**config.mk**
```make
export PLATFORM = sky130hd
export DESIGN_NAME = cart_map_decoder
export DESIGN_NICKNAME = d
export VERILOG_FILES = /design/src/rtl/cmap_pkg.sv /design/src/rtl/cmap_bankregs.sv /design/src/rtl/cmap_decode.sv /design/src/rtl/cart_map_decoder.sv
export SDC_FILE = /design/constraint.sdc
export NUM_CORES = 1
export LEC_CHECK = 0
export BUFFER_PORTS_ARGS = -buffer_cell sky130_fd_sc_hd__buf_2
export CORE_ASPECT_RATIO = 0.6
export CORE_UTILIZATION = 40
export CTS_CLUSTER_SIZE = 28
export DETAILED_ROUTE_END_ITERATION = 8
export GPL_TIMING_DRIVEN = 0
export PLACE_DENSITY_LB_ADDON = 0.12
export SYNTH_ARGS = -nofsm -noshare
export SYNTH_HDL_FRONTEND = slang
export SYNTH_SLANG_ARGS = --single-unit
```
**constraint.sdc**
```tcl
create_clock -name clk -period 2.6 [get_ports clk]
set_clock_uncertainty 0.15 [all_clocks]
set_input_delay 0.26 -clock clk [delete_from_list [all_inputs] [get_ports clk]]
set_output_delay 0.26 -clock clk [all_outputs]
set_load 0.005 [all_outputs]
```
**src/rtl/cmap_pkg.sv**
```systemverilog
package cmap_pkg;
    localparam int LIN_W     = 24;
    localparam int CHIP_BITS = 2;
    localparam int CHIP_N    = 1 << CHIP_BITS;
    localparam int CHIP_AW   = LIN_W - CHIP_BITS;
    localparam int REG_N     = 4;
    localparam int RAM_FULLW = 18;

    typedef struct packed {
        logic       mir;
        logic [3:0] rgn;
    } bankreg_t;

    typedef enum logic [2:0] {
        DK_NONE,
        DK_ROM,
        DK_FALL,
        DK_RAM,
        DK_REG,
        DK_OPEN
    } dkind_e;
endpackage

```
**src/rtl/cmap_bankregs.sv**
```systemverilog
module cmap_bankregs
    import cmap_pkg::*;
(
    input  logic                  clk,
    input  logic                  rst_n,
    input  logic                  we,
    input  logic [1:0]            idx,
    input  logic [7:0]            wdata,
    output bankreg_t [REG_N-1:0]  regs
);
    typedef struct packed {
        bankreg_t [REG_N-1:0] r;
    } state_t;

    state_t st_d, st_q;

    always_comb begin
        st_d = st_q;
        if (we) begin
            st_d.r[idx].mir = wdata[7];
            st_d.r[idx].rgn = wdata[3:0];
        end
    end

    always_ff @(posedge clk or negedge rst_n) begin
        if (!rst_n) begin
            for (int i = 0; i < REG_N; i++) begin
                st_q.r[i].mir <= 1'b0;
                st_q.r[i].rgn <= 4'(i);
            end
        end else begin
            st_q <= st_d;
        end
    end

    assign regs = st_q.r;
endmodule

```
**src/rtl/cmap_decode.sv**
```systemverilog
module cmap_decode
    import cmap_pkg::*;
#(
    parameter int RAM_AW = 15
) (
    input  logic [23:0]           addr,
    input  bankreg_t [REG_N-1:0]  regs,
    output dkind_e                kind,
    output logic [LIN_W-1:0]      lin,
    output logic [RAM_AW-1:0]     ram_addr,
    output logic [1:0]            reg_idx
);
    logic [7:0]           bank;
    logic [15:0]          off;
    logic                 fold;
    logic [5:0]           page;
    logic [RAM_FULLW-1:0] ram_full;

    assign bank    = addr[23:16];
    assign off     = addr[15:0];
    assign reg_idx = off[1:0];
    assign fold    = bank[7] ? regs[3].mir : regs[1].mir;
    assign page    = {bank[5] & ~fold, bank[4:0]};

    always_comb begin
        kind     = DK_NONE;
        lin      = '0;
        ram_full = '0;
        if (!bank[6]) begin
            if (off[15]) begin
                kind = DK_ROM;
                lin  = {3'b000, page, off[14:0]};
            end else if (off[14:13] == 2'b11) begin
                kind     = DK_RAM;
                ram_full = {5'b0, off[12:0]};
            end else if (off[15:4] == 12'h480) begin
                unique case (off[3:0])
                    4'h0, 4'h1:             kind = DK_OPEN;
                    4'h4, 4'h5, 4'h6, 4'h7: kind = DK_REG;
                    default: begin
                        kind = DK_FALL;
                        lin  = {8'h00, off};
                    end
                endcase
            end else if (off >= 16'h2200) begin
                kind = DK_OPEN;
            end
        end else if (!bank[7]) begin
            if (bank[5:2] == 4'b1100) begin
                kind     = DK_RAM;
                ram_full = {bank[1:0], off};
            end
        end else begin
            kind = DK_ROM;
            lin  = {regs[bank[5:4]].rgn, bank[3:0], off};
        end
    end

    assign ram_addr = ram_full[RAM_AW-1:0];
endmodule

```
**src/rtl/cart_map_decoder.sv**
```systemverilog
module cart_map_decoder
    import cmap_pkg::*;
#(
    parameter int RAM_AW = 15
) (
    input  logic               clk,
    input  logic               rst_n,
    input  logic [23:0]        addr,
    input  logic [7:0]         wdata,
    input  logic               rd,
    input  logic               wr,
    output logic [3:0]         rom_cs_n,
    output logic [21:0]        rom_addr,
    output logic               ram_cs,
    output logic [RAM_AW-1:0]  ram_addr,
    output logic               reg_valid,
    output logic [7:0]         reg_rdata,
    output logic               open_bus
);
    bankreg_t [REG_N-1:0] regs;
    dkind_e               kind;
    logic [LIN_W-1:0]     lin;
    logic [1:0]           reg_idx;
    logic                 rom_rd;

    cmap_bankregs u_regs (
        .clk   (clk),
        .rst_n (rst_n),
        .we    (wr && kind == DK_REG),
        .idx   (reg_idx),
        .wdata (wdata),
        .regs  (regs)
    );

    cmap_decode #(.RAM_AW(RAM_AW)) u_dec (
        .addr     (addr),
        .regs     (regs),
        .kind     (kind),
        .lin      (lin),
        .ram_addr (ram_addr),
        .reg_idx  (reg_idx)
    );

    assign rom_rd   = rd && (kind == DK_ROM || kind == DK_FALL);
    assign rom_addr = lin[CHIP_AW-1:0];

    for (genvar c = 0; c < CHIP_N; c++) begin : g_cs
        assign rom_cs_n[c] = !(rom_rd && lin[LIN_W-1 -: CHIP_BITS] == CHIP_BITS'(c));
    end

    assign ram_cs    = (rd || wr) && kind == DK_RAM;
    assign reg_valid = rd && kind == DK_REG;
    assign reg_rdata = reg_valid ? {regs[reg_idx].mir, 3'b000, regs[reg_idx].rgn} : 8'h00;
    assign open_bus  = rd && kind == DK_OPEN;
endmodule

```
==> results of run 1 <==
[kinds of logic after synthesis]
kind of cell | Yosys count | synth area share (%)
buf+inv | 13 | 4.060
flops | 20 | 30.38
compound gates | 21 | 9.323
simple gates | 79 | 29.78
mux | 31 | 26.24
other cells | 1 | 0.2253
[stage by stage]
| stage | worst slack (ns) | power (mW) | instances | utilization, % | instance area [um^2] |
|---|---|---|---|---|---|
| 6_report | 0.1641 | 0.9499 | 297 | 57.71 | 2210 |
| 5_1_grt | 0.04492 | 0.9995 | 297 | 57.71 | 2210 |
| 4_1_cts | 0.1058 | 0.9557 | 297 | 57.52 | 2202 |
| 3_5_place_dp | 0.1257 | 0.6401 | 292 | 55.39 | 2121 |
| 3_3_place_gp | 0.07831 | 0.6384 | 292 | 55.39 | 2121 |
| 2_1_floorplan | 0.5323 | 0.5351 | 167 | - | 1672 |
[power by group through the flow]
stage / Clock (mW) / Sequential [mW] / Combinational [mW]
final: 0.311 / 0.381 / 0.258
after global placement: 0 / 0.385 / 0.253
after CTS: 0.318 / 0.381 / 0.256
after detailed placement: 0 / 0.386 / 0.254
after floorplan: 0 / 0.378 / 0.158
after global routing: 0.334 / 0.387 / 0.279
[per-layer routing]
layer  routed length (um)  track usage [%]
met1                 2460            34.33
met2                 1837            29.30
met3                  346            4.921
met4                   14            5.000
met5                    0                0
[what timing repair did]
action	CTS	global route
gates resized for setup	0	1
endpoints found under the hold margin	16	0
hold buffers	1	0
endpoints found under the setup margin	0	1
[synthesized netlist by cell type, drive strengths merged]
master / instances / share of area [%]
nor2b: 22 / 8.3
mux2: 21 / 14
and2: 18 / 6.8
dfrtp: 16 / 24
nand2: 11 / 2.5
nor2: 11 / 2.5
mux4: 8 / 11
clkbuf: 7 / 1.6
nand4: 6 / 4.1
o21ai: 5 / 2.2
buf: 4 / 2.0
dfstp: 4 / 6.3
a21oi: 3 / 0.90
a211oi: 2 / 0.90
a22o: 2 / 1.1
a22oi: 2 / 0.90
inv: 2 / 0.45
mux2i: 2 / 1.2
nand3: 2 / 0.60
nand4b: 2 / 1.1
nor3: 2 / 0.60
o21a: 2 / 0.90
a211o: 1 / 0.53
a31oi: 1 / 0.38
and3b: 1 / 0.53
and4: 1 / 0.53
conb: 1 / 0.23
nand2b: 1 / 0.38
nand4bb: 1 / 0.68
nor4: 1 / 1.3
o211a: 1 / 0.60
o31ai: 1 / 0.45
o41ai: 1 / 0.53
[area by class of cell]
cell class,instances,area (um^2),area share (%)
plain buffers,11,60.06,2.718
clock buffers,3,41.29,1.869
clock inverters,1,30.03,1.359
inverters,2,7.507,0.3398
multi-input cells,134,1106,50.06
flip-flops and latches,20,505.5,22.88
well taps,47,58.81,2.661
repair buffers,79,400.4,18.12
[path summary, 6_finish.rpt]
kind | end | cells after the start
setup / recovery | rom_cs_n[0] | 6
hold / removal | u_regs.regs[5] | 2
setup reg to reg | u_regs.regs[10] | 1
hold reg to reg | u_regs.regs[4] | 1
max in group asynchronous | u_regs.regs[5] | 2
min in group asynchronous | u_regs.regs[1] | 2
==> flow_metrics.py, run 1 <==
metrics = {
    "clocking": {
        "clock_tree_from_tritoncts": "done",
        "cts_buffer_depth": 2,
        "clock_insertion_delay_worst_skew_ns": 0.26,
        "htreeDepth": 1,
        "clk_pin_slew_ns": 0.07,
        "cts.sinks": 20,
        "cts_made_buffers": 3,
        "post_cts_setup_buffer_count": 0,
        "cts-root-buf": "sky130_fd_sc_hd__clkbuf_8",
    },
    "route": {
        "drt-vias-per-instance": 5.290,
        "drt_drc_violations_left": 0,
        "routed_wirelength_um": 4658,
        "antenna_violating_nets_post_route": 0,
        "firstDrtPassIters": 4,
        "route.detailed.wl_per_inst_um": 15.68,
        "initialDrtViolationCount": 141,
        "dr_total_vias": 1571,
    },
    "floorplan": {
        "die-area_um2": 4431,
        "start_util_pct": 43.46,
        "die_h_um": 51.96,
        "core.rowCount": 17,
        "die_w_um": 85.27,
        "ioPinCount": 88,
        "core_area_um2": 3829,
    },
    "setup_path": {
        "rr_startpoint": "u_regs.regs[10]",
        "arrival_ns": 2.03,
        "cp_slowest_cell": "sky130_fd_sc_hd__mux4_2",
        "critical_path.startpoint_type": "input port",
        "worst-path-buf-inv": 2,
        "crit_path_capture_type": "output pin",
        "critPathMaxFanout": 7,
        "worst-endpoint-required_ns": 2.19,
        "timing.critical_path.slowest_cell_delay_ns": 0.63,
        "worstPathCellList": "clkbuf_1, mux4_2, o21ai_0, nand3_1, a211o_1, buf_2",
        "cpLargestDelayFamily": "multiplexers",
        "critical_path_class": "in -> out",
        "regToRegSetupSlack_ns": 1.67,
        "worst_setup_path_startpoint": "addr[20]",
    },
    "finish": {
        "antenna-diode-count": 0,
        "layout_commonest_cell": "sky130_fd_sc_hd__buf_2",
        "area_delta_synth_final_pct": 32.78,
        "layout_common_cells": "sky130_fd_sc_hd__buf_2 (78), sky130_fd_sc_hd__nor2b_1 (22), sky130_fd_sc_hd__mux2_2 (21), sky130_fd_sc_hd__and2_1 (18), sky130_fd_sc_hd__dfrtp_1 (16)",
        "fillers": 359,
        "drive_gt1_share_pct": 50.80,
        "design.final.nets": 287,
        "largest_register_ffs": 20,
    },
    "sta": {
        "setup_viol": 0,
        "timing.final.max_slew_violations": 0,
        "timing.final.crit_period_ns": 2.436,
        "grt_setup_unrepaired": "false",
        "max_slew_headroom_pct": 59.68,
        "worst_pin_slew_ns": 0.6020,
        "max_clock_freq_mhz": 410.5,
        "number_of_failing_hold_endpoints_at_the_final_stage": 0,
        "period_share_pct": 93.69,
        "fin_hold_ws_ns": 0.1232,
        "setup_total_negative_slack_ns": 0,
    },
    "min_path": {
        "min_path_type": "in -> reg",
        "hold_start": "wdata[0]",
    },
    "global_route": {
        "grt-ovfl-total": 0,
        "number_of_antenna_violations_at_the_first_check_in_global_routing": 0,
        "grt_first_pass_wirelength_um": 7127,
        "grtUsageTotal_pct": 21.73,
        "grt_pass1_vias": 1334,
        "grt_max_degree": 21,
    },
    "pwr": {
        "cell_internal_pwr_mw": 0.6994,
        "netSwitchingFraction_pct": 26.37,
        "max-vdd-ir-drop_uv": 233.5,
        "p_seq_share_pct": 40.1,
        "total_leakage_power_nw": 1.142,
        "power_frac_clock_pct": 32.7,
        "proportion_of_power_drawn_by_combinational_gates_pct": 27.1,
        "total_net_switching_power_mw": 0.2505,
        "pwr_per_cell_area_nw_per_um2": 429.9,
    },
    "place": {
        "gp_routability_congestion": 0.8895,
        "io_buffers": 78,
        "hpwl_um": 3601,
    },
    "synthesis": {
        "postSynthCellCount": 165,
        "synth.avg_cell_area_um2": 10.09,
        "netlist_area_um2": 1664,
        "ys_warn_count": 0,
        "seq_area_frac_synth_pct": 30.38,
        "postSynthRegisterBits": 20,
        "synth.lib_cells_used.distinct": 36,
    },
    "status": {
        "status": "complete, no violations",
    },
    "flow_run": {
        "cap_violations": 0,
    },
}
Power figures use the tool's default switching activity.
==> run 2, diff against run 1 <==
==> constraint.sdc (replaced) <==
create_clock -name clk -period 2.6 [get_ports clk]
set_clock_uncertainty 0.15 [all_clocks]
set_input_delay 0.52 -clock clk [delete_from_list [all_inputs] [get_ports clk]]
set_output_delay 0.52 -clock clk [all_outputs]
set_load 0.005 [all_outputs]
==> run 2 against run 1 <==
  * Cell area rose by 12%
  * Via count increased by 4.1%
  * Non-clock buffer count is 8 higher
  * Sequential share of layout area down 2.5 points
  * Global-route usage grew 0.67 points
  * First-iteration DRC count up 2.8%
  * Wire length rose by 5.6%
  * Worst setup slack got worse by 0.16 ns
  * Fmax down 6.3%
  * Core utilization up 7.2 points
  * Critical path depth rose by 2
  * Clock power barely moved
  * Largest cell class unchanged
==> flow_metrics.py, run 2 (synthesis gave the netlist of run 1 again) <==
metrics = {
    "status": {
        "status": "complete, no violations",
    },
    "global_route": {
        "number_of_antenna_violations_at_the_first_check_in_global_routing": 0,
        "grtUsageTotal_pct": 22.41,
        "grt-ovfl-total": 0,
        "grt_max_degree": 21,
        "grt_first_pass_wirelength_um": 7369,
        "grt_pass1_vias": 1392,
    },
    "setup_path": {
        "cp_slowest_cell": "sky130_fd_sc_hd__nor4_4",
        "worstPathCellList": "buf_12, nor4_4, nand4_4, o21a_1, nor2_4, buf_6, and2_4, buf_6",
        "critical_path.startpoint_type": "input port",
        "timing.critical_path.slowest_cell_delay_ns": 0.33,
        "critPathMaxFanout": 5,
        "critical_path_class": "in -> out",
        "timing.critical_path.mode_cell": "sky130_fd_sc_hd__buf_6",
        "worst-path-buf-inv": 3,
        "crit_path_capture_type": "output pin",
        "arrival_ns": 1.93,
        "worst-endpoint-required_ns": 1.93,
        "cpLargestDelayFamily": "simple AND/OR/NAND/NOR gates",
    },
    "route": {
        "met2WireLength_um": 2032,
        "firstDrtPassIters": 4,
        "antenna_violating_nets_post_route": 0,
        "initialDrtViolationCount": 145,
        "met1Wirelength_um": 2463,
        "drt-vias-per-instance": 5.361,
        "met3RoutedLength_um": 407,
        "maxUsedRoutingLayer": "met4",
        "routed_wirelength_um": 4917,
        "drt_drc_violations_left": 0,
        "route.detailed.wl_per_inst_um": 16.12,
        "dr_total_vias": 1635,
    },
    "clocking": {
        "htreeDepth": 1,
        "cts_made_buffers": 3,
        "cts-root-buf": "sky130_fd_sc_hd__clkbuf_8",
        "clock_tree_from_tritoncts": "done",
        "clk_pin_slew_ns": 0.08,
        "clock_insertion_delay_worst_skew_ns": 0.26,
        "cts_buffer_depth": 2,
        "cts.sinks": 20,
        "postCtsHoldBufs": 0,
    },
    "floorplan": {
        "die_h_um": 51.96,
        "core.rowCount": 17,
        "ioPinCount": 88,
        "die-area_um2": 4431,
        "start_util_pct": 43.46,
        "die_w_um": 85.27,
        "core_area_um2": 3829,
    },
    "sta": {
        "period_share_pct": 99.97,
        "timing.final.max_slew_violations": 0,
        "grt_setup_unrepaired": "true",
        "timing.final.crit_period_ns": 2.599,
        "max_clock_freq_mhz": 384.7,
        "setup_viol": 0,
        "setup_total_negative_slack_ns": 0,
        "number_of_failing_hold_endpoints_at_the_final_stage": 0,
    },
    "finish": {
        "largest_register_ffs": 20,
        "area_delta_synth_final_pct": 49.32,
        "antenna-diode-count": 0,
        "layout_common_cells": "sky130_fd_sc_hd__buf_2 (68), sky130_fd_sc_hd__mux2_2 (21), sky130_fd_sc_hd__nor2b_1 (20), sky130_fd_sc_hd__dfrtp_1 (16), sky130_fd_sc_hd__buf_6 (12)",
        "design.final.nets": 295,
        "fillers": 318,
        "layout_commonest_cell": "sky130_fd_sc_hd__buf_2",
        "finish.utilization_pct": 64.90,
        "drive_gt1_share_pct": 62.79,
    },
    "place": {
        "gp_routability_congestion": 0.8895,
        "io_buffers": 78,
        "hpwl_um": 3601,
    },
    "min_path": {
        "min_path_type": "in -> async",
    },
    "pwr": {
        "max-vdd-ir-drop_uv": 233.9,
        "pwr_per_cell_area_nw_per_um2": 407.9,
        "total_leakage_power_nw": 1.252,
    },
    "flow_run": {
        "cap_violations": 0,
    },
}
run 2: repair_timing:
item                                    4_1_cts  5_1_grt
hold endpoints to repair                      0        0
buffers inserted                              5        4
pin swaps                                     5        9
gates resized for setup                      20       35
endpoints found under the setup margin       27       22
cloned                                        0        1
run 2: final timing paths:
kind                                  from         endpoint  slack [ns]  cells past startpoint
hold reg to reg             u_regs.regs[4]   u_regs.regs[4]        0.36                      1
setup reg to reg           u_regs.regs[12]  u_regs.regs[12]        1.67                      1
hold / removal                       rst_n   u_regs.regs[2]        0.04                      1
max in group asynchronous            rst_n   u_regs.regs[5]        1.91                      1
setup / recovery                  addr[15]     rom_addr[12]      0.0008                      8
min in group clk            u_regs.regs[4]   u_regs.regs[4]        0.36                      1
run 2: final cells by class:
cell class	count	area [um^2]	area share [%]
Clock inverter	1	30.03	1.208
Timing Repair Buffer	88	535.5	21.55
Inverter	2	7.507	0.3021
Sequential cell	20	505.5	20.34
Clock buffer	3	41.29	1.662
Multi-Input combinational cell	134	1216	48.94
Buffer	10	90.09	3.625
Tap cell	47	58.81	2.367
run 2: metrics by stage:
stage | area, um^2 | power (mW) | std cells | setup WS, ns | hold WS, ns
CTS | 2315 | 0.9784 | 301 | 0.001211 | 0.05933
detailed placement | 2121 | 0.6401 | 292 | -0.3943 | 0.3430
floorplan | 1672 | 0.5351 | 167 | 0.01226 | 0.07441
global route | 2485 | 1.061 | 305 | -0.07343 | 0.07797
finish | 2485 | 1.014 | 305 | 0.0008249 | 0.04483
global placement | 2121 | 0.6384 | 292 | -0.4417 | 0.3431
run 2: layer usage:
layer,global-route usage [%],vias up
li1,-,780
met1,34.73,782
met2,31.32,71
met3,4.921,2
met4,5.000,0
met5,0,-
run 2: power breakdown:
group	internal [mW]	switching [mW]
combinational	0.181	0.137
clock	0.206	0.108
sequential	0.356	0.0263
total	0.742	0.271
